File: config.mk
export PLATFORM = sky130hd
export DESIGN_NAME = clkgen_top
export DESIGN_NICKNAME = d
export VERILOG_FILES = /design/src/rtl/clkgen_pkg.sv /design/src/rtl/clkgen_regs.sv /design/src/rtl/clkgen_core.sv /design/src/rtl/clkgen_out.sv /design/src/rtl/clkgen_top.sv
export SDC_FILE = /design/constraint.sdc
export NUM_CORES = 1
export LEC_CHECK = 0
export ABC_CLOCK_PERIOD_IN_PS = 5400
export BUFFER_PORTS_ARGS = -buffer_cell sky130_fd_sc_hd__buf_2
export CORE_ASPECT_RATIO = 0.8
export CORE_MARGIN = 3
export CORE_UTILIZATION = 63
export CTS_BUF_LIST = sky130_fd_sc_hd__clkbuf_16
export DETAILED_ROUTE_END_ITERATION = 7
export PLACE_DENSITY = 0.84
export SLEW_MARGIN = 5
export SYNTH_ARGS = -nofsm -noshare
export SYNTH_HDL_FRONTEND = slang
export SYNTH_HIERARCHICAL = 1
export SYNTH_SLANG_ARGS = --single-unit
File: constraint.sdc
create_clock -name clk -period 5.4 [get_ports clk]
set_clock_uncertainty 0.1 [all_clocks]
set_input_delay 1.35 -clock clk [delete_from_list [all_inputs] [get_ports clk]]
set_output_delay 1.35 -clock clk [all_outputs]
set_load 0.03 [all_outputs]
File: src/rtl/clkgen_pkg.sv
package clkgen_pkg;
    typedef enum logic [1:0] {
        REG_CTRL   = 2'd0,
        REG_RELOAD = 2'd1,
        REG_COUNT  = 2'd2,
        REG_SPARE  = 2'd3
    } reg_sel_e;

    typedef struct packed {
        logic out_en;
        logic ext_sel;
        logic run;
    } ctrl_t;

    localparam int CTRL_RUN_BIT  = 0;
    localparam int CTRL_EXT_BIT  = 1;
    localparam int CTRL_OE_BIT   = 2;
    localparam int CTRL_CLR_BIT  = 3;

    function automatic ctrl_t unpack_ctrl(input logic [3:0] bits);
        ctrl_t c;
        c.run     = bits[CTRL_RUN_BIT];
        c.ext_sel = bits[CTRL_EXT_BIT];
        c.out_en  = bits[CTRL_OE_BIT];
        return c;
    endfunction

    function automatic logic timer_active(input ctrl_t c);
        return c.run && !c.ext_sel;
    endfunction
endpackage

File: src/rtl/clkgen_regs.sv
module clkgen_regs
    import clkgen_pkg::*;
#(
    parameter int W = 16
) (
    input  logic         clk,
    input  logic         rst,
    input  logic         wr_en,
    input  logic [1:0]   wr_addr,
    input  logic [W-1:0] wr_data,
    input  logic         roll,
    output ctrl_t        ctrl,
    output logic [W-1:0] reload,
    output logic         cnt_wr,
    output logic [W-1:0] cnt_wdata,
    output logic         irq_flag
);
    reg_sel_e sel;
    logic     ctrl_wr;
    logic     clr_req;

    assign sel       = reg_sel_e'(wr_addr);
    assign ctrl_wr   = wr_en && (sel == REG_CTRL);
    assign clr_req   = ctrl_wr && wr_data[CTRL_CLR_BIT];
    assign cnt_wr    = wr_en && (sel == REG_COUNT);
    assign cnt_wdata = wr_data;

    always_ff @(posedge clk) begin
        if (rst) begin
            ctrl     <= '0;
            reload   <= '0;
            irq_flag <= 1'b0;
        end else begin
            if (ctrl_wr)
                ctrl <= unpack_ctrl(wr_data[3:0]);
            if (wr_en && sel == REG_RELOAD)
                reload <= wr_data;
            if (roll && !ctrl.out_en)
                irq_flag <= 1'b1;
            if (clr_req)
                irq_flag <= 1'b0;
        end
    end

    // a clock-out rollover never raises the flag
    assert_no_irq_R5: assert property (@(posedge clk) disable iff (rst)
        (roll && ctrl.out_en && !irq_flag) |=> !irq_flag);
endmodule

File: src/rtl/clkgen_core.sv
module clkgen_core #(
    parameter int W = 16
) (
    input  logic         clk,
    input  logic         rst,
    input  logic         osc_en,
    input  logic         active,
    input  logic         cnt_wr,
    input  logic [W-1:0] cnt_wdata,
    input  logic [W-1:0] reload,
    output logic         roll
);
    localparam logic [W-1:0] TOP = {W{1'b1}};

    logic         phase;
    logic [W-1:0] count;
    logic         step;

    assign step = active && osc_en && phase;
    assign roll = step && (count == TOP);

    always_ff @(posedge clk) begin
        if (rst) begin
            phase <= 1'b0;
            count <= '0;
        end else begin
            if (!active)
                phase <= 1'b0;
            else if (osc_en)
                phase <= ~phase;
            if (step)
                count <= (count == TOP) ? reload : count + 1'b1;
            if (cnt_wr)
                count <= cnt_wdata;
        end
    end

    // steps are never on back-to-back cycles
    assert_step_spacing_R2: assert property (@(posedge clk) disable iff (rst)
        step |=> !step);
    // rollover reloads
    assert_reload_R2: assert property (@(posedge clk) disable iff (rst)
        (roll && !cnt_wr) |=> count == $past(reload));
    // frozen when inactive
    assert_frozen_R7: assert property (@(posedge clk) disable iff (rst)
        (!active && !cnt_wr) |=> $stable(count));
endmodule

File: src/rtl/clkgen_out.sv
module clkgen_out (
    input  logic clk,
    input  logic rst,
    input  logic out_en,
    input  logic roll,
    input  logic port_latch,
    output logic pin
);
    logic tgl;

    always_ff @(posedge clk) begin
        if (rst || !out_en)
            tgl <= 1'b1;
        else if (roll)
            tgl <= ~tgl;
    end

    assign pin = out_en ? tgl : port_latch;

    // each rollover in clock-out mode flips the output
    assert_toggle_R3: assert property (@(posedge clk) disable iff (rst)
        (roll && out_en) |=> (tgl != $past(tgl)));
    // toggle flop restarts high after the output was disabled
    assert_restart_high_R8: assert property (@(posedge clk) disable iff (rst)
        !out_en |=> tgl);
endmodule

File: src/rtl/clkgen_top.sv
module clkgen_top
    import clkgen_pkg::*;
#(
    parameter int W = 16
) (
    input  logic         clk,
    input  logic         rst,
    input  logic         osc_en,
    input  logic         wr_en,
    input  logic [1:0]   wr_addr,
    input  logic [W-1:0] wr_data,
    input  logic         port_latch,
    output logic         clk_pin,
    output logic         roll_pulse,
    output logic         irq_flag
);
    ctrl_t        ctrl;
    logic [W-1:0] reload;
    logic         cnt_wr;
    logic [W-1:0] cnt_wdata;
    logic         roll;

    clkgen_regs #(.W(W)) u_regs (
        .clk(clk), .rst(rst), .wr_en(wr_en), .wr_addr(wr_addr),
        .wr_data(wr_data), .roll(roll), .ctrl(ctrl), .reload(reload),
        .cnt_wr(cnt_wr), .cnt_wdata(cnt_wdata), .irq_flag(irq_flag)
    );

    clkgen_core #(.W(W)) u_core (
        .clk(clk), .rst(rst), .osc_en(osc_en), .active(timer_active(ctrl)),
        .cnt_wr(cnt_wr), .cnt_wdata(cnt_wdata), .reload(reload), .roll(roll)
    );

    clkgen_out u_out (
        .clk(clk), .rst(rst), .out_en(ctrl.out_en), .roll(roll),
        .port_latch(port_latch), .pin(clk_pin)
    );

    assign roll_pulse = roll;

    // one-cycle pulse per rollover
    assert_pulse_width_R9: assert property (@(posedge clk) disable iff (rst)
        roll_pulse |=> !roll_pulse);
endmodule

# Yosys cells after proc, flatten, opt, wreduce, memory -nomap -nowiden
# Index checks and enable logic that the tools add are counted.
# W data, S select, Z words.
[classes] n_addsub=1 eq_ne=3 n_mux=4 bitwise_logic=3 n_reduce_logical=16
[op_table] operator="$mux W16" n=3
[op_table] operator="$add A16 B1 Y16 const B" n=1
[op_table] operator="$eq A16 B16 Y1 const B" n=1
[op_table] operator="$logic_and A1 B1 Y1" n=9
[op_table] operator="$reduce_or A2 Y1" n=2
[op_table] operator="$not A1 Y1" n=3
[op_table] operator="$eq A2 B1 Y1 const B" n=1
[op_table] operator="$eq A2 B2 Y1 const B" n=1
[op_table] operator="$logic_not A1 Y1" n=2
[op_table] operator="$logic_not A2 Y1" n=1
[op_table] operator="$reduce_bool A2 Y1" n=1
[op_table] operator="$logic_or A1 B1 Y1" n=1
[op_table] operator="$mux W1" n=1
[word_totals] regBits=38 input_bits=23 output_inout_bits=3

# Longest topological paths before layout
[depth] depth_word=6 ltp_mapped=7

# Hierarchy
# Netlist, hierarchy kept.
[by_module_without_submodules] module="clkgen_core" instances=1 cells_per_inst=168 area_per_inst_um2=1206.2
[by_module_without_submodules] module="clkgen_regs" instances=1 cells_per_inst=103 area_per_inst_um2=1017.2
[by_module_without_submodules] module="clkgen_out" instances=1 cells_per_inst=4 area_per_inst_um2=51.3
[by_module_without_submodules] module="clkgen_top" instances=1 cells_per_inst=1 area_per_inst_um2=13.8

# Least setup slack after synthesis
# Ideal clock, no wire load.
[synth_timing] path_type="input port to output port" startpoint="input port osc_en" endpoint="output port roll_pulse" arrival_time_ns=2.169 required_ns=3.950 slack_ns=1.781 stages=3 n_path_buf=1 cell_sequence="nand3_1 -> clkbuf_1 -> nor2_1"
[synth_via] elab_chain_cells=3
[synth_lines] item="start, declared" line="clkgen_top.sv:8" rtl="input logic osc_en,"
[synth_lines] item="$logic_and A1 B1 Y1 (2 in a row)" line="clkgen_core.sv:19" rtl="assign step = active && osc_en && phase;"
[synth_lines] item="$logic_and A1 B1 Y1" line="clkgen_core.sv:20" rtl="assign roll = step && (count == TOP);"
[synth_lines] item="end, declared" line="clkgen_top.sv:14" rtl="output logic roll_pulse,"
# No other way between the ends.

# Worst setup path after layout
# Ends and elaborated chain as after synthesis.

==> results_dict.tcl <==
set metrics [dict create \
    crit_arrival_ps 2450 \
    cts.sinks 38 \
    grt_pass1_vias 1656 \
    grt-ovfl-total 0 \
    final-max-slew-violation-count 0 \
    initial_cell_density_of_the_core 0.696 \
    synth.top_cells.by_area "sky130_fd_sc_hd__dfxtp_1, sky130_fd_sc_hd__nand2b_1, sky130_fd_sc_hd__mux2i_1, sky130_fd_sc_hd__buf_4, sky130_fd_sc_hd__a21oi_1" \
    synth.avg_cell_area_um2 8.29 \
    synth_enable_flop_cells 0 \
    timing_worst_setup_path_type "input pin to output pin" \
    finalCritPeriodShare 0.722 \
    die_x_um 73.4 \
    worstSetupEndpointType "output pin" \
    hold_path.startpoint "u_regs/reload[6]$_SDFFE_PP0P_" \
    max-vdd-ir-drop_uv 183 \
    post_synth_instance_area_um2 2290 \
    ys_async_sr_fraction 0 \
    synth_sequential_area_ratio 0.332 \
    antennaDiodeCount 0 \
    yosys_most_used_dff "sky130_fd_sc_hd__dfxtp_1" \
    vias 1887 \
    reg2reg_slack_ps 3100 \
    portBuffers 25 \
    total_power_divided_by_cell_area_nw_per_um2 264 \
    synth_seq_cells 38 \
    grt_pass1_wl_mm 7.94 \
    multiInputGateArea_um2 1280 \
    postCtsResizedCells 0 \
    holdCritPathClass "flip-flop to flip-flop" \
    setup-tns-final_ps 0 \
    critical_path_required_ps 3950 \
    first_pass_detailed_route_iteration_total 5 \
    cts-buffers-inserted 5 \
    ctsRootBufferMaster "sky130_fd_sc_hd__clkbuf_16" \
    rows 18 \
    gp_routability_congestion 0.825 \
    place_area_um2 2250 \
    top_level_ports 26 \
    area.growth.synth_to_final_pct 4.48 \
    global_route.usage.total 0.236 \
    worst_r2r_startpoint "u_core/count[0]$_SDFFE_PP0P_" \
    routedWlPerCell_um 15.1 \
    path_common_cell "sky130_fd_sc_hd__buf_2" \
    warning_count_from_the_yosys_run 6 \
    postCtsHoldBufs 0 \
    synthDominantAreaCellType "sky130_fd_sc_hd__dfxtp_1" \
    rsz0062_at_grt "no" \
    timing.max_cap.violations 0 \
    clock_path_buffers 2 \
    design.core.area_um2 3290 \
    final-setup-viol-count 0 \
    leakagePower_nw 0.948 \
    result_of_the_run "completed" \
    critical_path_peak_fanout 13 \
    synth_cells 276 \
    worst_setup_hold_path_clk_slew_ps 50 \
    drt_drc_violations_left 0 \
    fraction_of_final_layout_cells_sized_beyond_drive_strength_1 0.142 \
    clkLatencyLatePin_ps 280 \
    period_minus_slack_ps 3900 \
    cts_htree_levels 2 \
    number_of_antenna_violations_at_the_first_check_in_global_routing 0 \
    total_wire_length_mm 4.74 \
    totalPowerFinal_w 0.000630 \
    postCtsSetupBuffers 0 \
    synth.top_cell.area_share 0.332 \
    slew_margin_rel 0.326 \
    postRouteAntennaNets 0 \
    maximum_number_of_pins_on_one_net_before_global_route_repair 58 \
    dp_hpwl_mm 3.13 \
    critical_path.cell_chain "buf_2, nand3_1, nor2_1, buf_2" \
    fin_nets 298 \
    fillers 273 \
    drt-initial-drc-count 195 \
    final_hold_viol_count 0 \
    tritoncts "done" \
    postSynthNetCount 300 \
    die_h_um 59.9 \
    fmax_ghz 0.257 \
    synth_cell_types 51 \
    slew_worst_pin_ps 1010 \
    route.detailed.vias_per_inst 5.99 \
    register_area_um2 761 \
    final_area_um2 2390 \
    floorplan.die_area_um2 4400 \
    critical_path.startpoint "osc_en" \
    cpPeakStageDelay_ps 400 \
    critical_path.startpoint_type "input pin" \
    critical_path.slowest_cell "sky130_fd_sc_hd__nand3_1" \
]
cells in the mapped netlist, types with 4 or more instances:
| master | n |
|---|---|
| sky130_fd_sc_hd__dfxtp_1 | 38 |
| sky130_fd_sc_hd__nand2b_1 | 37 |
| sky130_fd_sc_hd__nor2_1 | 23 |
| sky130_fd_sc_hd__nand2_1 | 21 |
| sky130_fd_sc_hd__a21oi_1 | 19 |
| sky130_fd_sc_hd__mux2i_1 | 19 |
| sky130_fd_sc_hd__buf_4 | 17 |
| sky130_fd_sc_hd__clkbuf_1 | 12 |
| sky130_fd_sc_hd__nand3_1 | 10 |
| sky130_fd_sc_hd__inv_1 | 9 |
| sky130_fd_sc_hd__xnor2_1 | 8 |
| sky130_fd_sc_hd__o32ai_1 | 6 |
| sky130_fd_sc_hd__nor3_1 | 4 |
| sky130_fd_sc_hd__o21ai_0 | 4 |
power breakdown:
group | internal, W | switching [W] | total [W]
combinational | 0.0000267 | 0.0000275 | 0.0000542
sequential | 0.000290 | 0.00000966 | 0.000300
clock | 0.000166 | 0.000110 | 0.000277
total | 0.000483 | 0.000148 | 0.000630
worst max-delay path, delay by kind of cell:
family,cells,cell delay (ps)
AND/OR/NAND/NOR,2,740
buffers and inverters,2,350
state kept, by name, summed over array words and instances, names as in the netlist:
| register | cells |
|---|---|
| u_core/count | 16 |
| u_regs/reload | 16 |
| u_regs/ctrl | 3 |
| u_core/phase | 1 |
| u_out/tgl | 1 |
| u_regs/irq_flag | 1 |
through the flow:
| stage | std cells | setup WS, ps | util | hold WS [ps] |
|---|---|---|---|---|
| detailed placement | 307 | 1520 | 0.686 | 358 |
| global route | 315 | 1350 | 0.727 | 388 |
| finish | 315 | 1500 | 0.727 | 365 |
| CTS | 315 | 1510 | 0.727 | 368 |
| floorplan | 276 | 1780 | - | 321 |
| global placement | 307 | 1580 | 0.686 | 349 |
kinds of logic (layout without fill, tap and decap cells):
| logic type | Yosys count | after routing | share of synthesized area |
|---|---|---|---|
| buffers and inverters | 43 | 42 | 0.106 |
| flip-flops | 38 | 38 | 0.332 |
| AND/OR/NAND/NOR | 117 | 117 | 0.289 |
| AO/OA/AOI/OAI | 46 | 46 | 0.135 |
| multiplexers | 20 | 20 | 0.0897 |
| XOR/XNOR | 11 | 11 | 0.0421 |
| adder cells (fa/ha/maj) | 1 | 1 | 0.00547 |
placed cells by master, fill, tap and decap left out, types with 2 or more instances in the layout:
cell	Yosys	routed
sky130_fd_sc_hd__nor4_1	2	2
sky130_fd_sc_hd__mux2i_1	19	19
sky130_fd_sc_hd__a21oi_1	19	19
sky130_fd_sc_hd__dfxtp_1	38	38
sky130_fd_sc_hd__nand4_1	3	3
sky130_fd_sc_hd__nand3_1	10	10
sky130_fd_sc_hd__xnor2_1	8	8
sky130_fd_sc_hd__nor2_1	23	23
sky130_fd_sc_hd__clkinv_1	0	3
sky130_fd_sc_hd__buf_2	1	25
sky130_fd_sc_hd__nand2_1	21	21
sky130_fd_sc_hd__a31oi_1	3	3
sky130_fd_sc_hd__o32ai_1	6	6
sky130_fd_sc_hd__xor2_1	3	3
sky130_fd_sc_hd__inv_1	9	9
sky130_fd_sc_hd__a211oi_1	2	2
sky130_fd_sc_hd__nand2b_1	37	37
sky130_fd_sc_hd__nor3_1	4	4
sky130_fd_sc_hd__and3_1	3	3
sky130_fd_sc_hd__clkbuf_16	0	5
sky130_fd_sc_hd__o21ai_0	4	4
sky130_fd_sc_hd__o22ai_1	2	2
routing by layer:
layer	global-route usage	part of all wire	vias to the layer above
met1	0.344	0.48	864
met4	0.0801	0.025	0
met5	0	0	-
met3	0.0454	0.074	13
li1	-	-	934
met2	0.348	0.42	76
path summary, 6_finish.rpt:
kind / cells after the start / to
setup / recovery: 4 / roll_pulse
hold / removal: 2 / u_core/count[6]$_SDFFE_PP0P_
setup reg to reg: 7 / u_regs/irq_flag$_SDFFE_PP0P_
hold reg to reg: 2 / u_core/count[6]$_SDFFE_PP0P_
layout make-up:
type                    count  area share
clock buffers               5      0.0523
multi-input cells         195       0.537
well taps                  40      0.0209
repair buffers             25      0.0523
flip-flops and latches     38       0.318
clock inverters             3     0.00471
inverters                   9      0.0141
(Power assumes the default switching activity.)
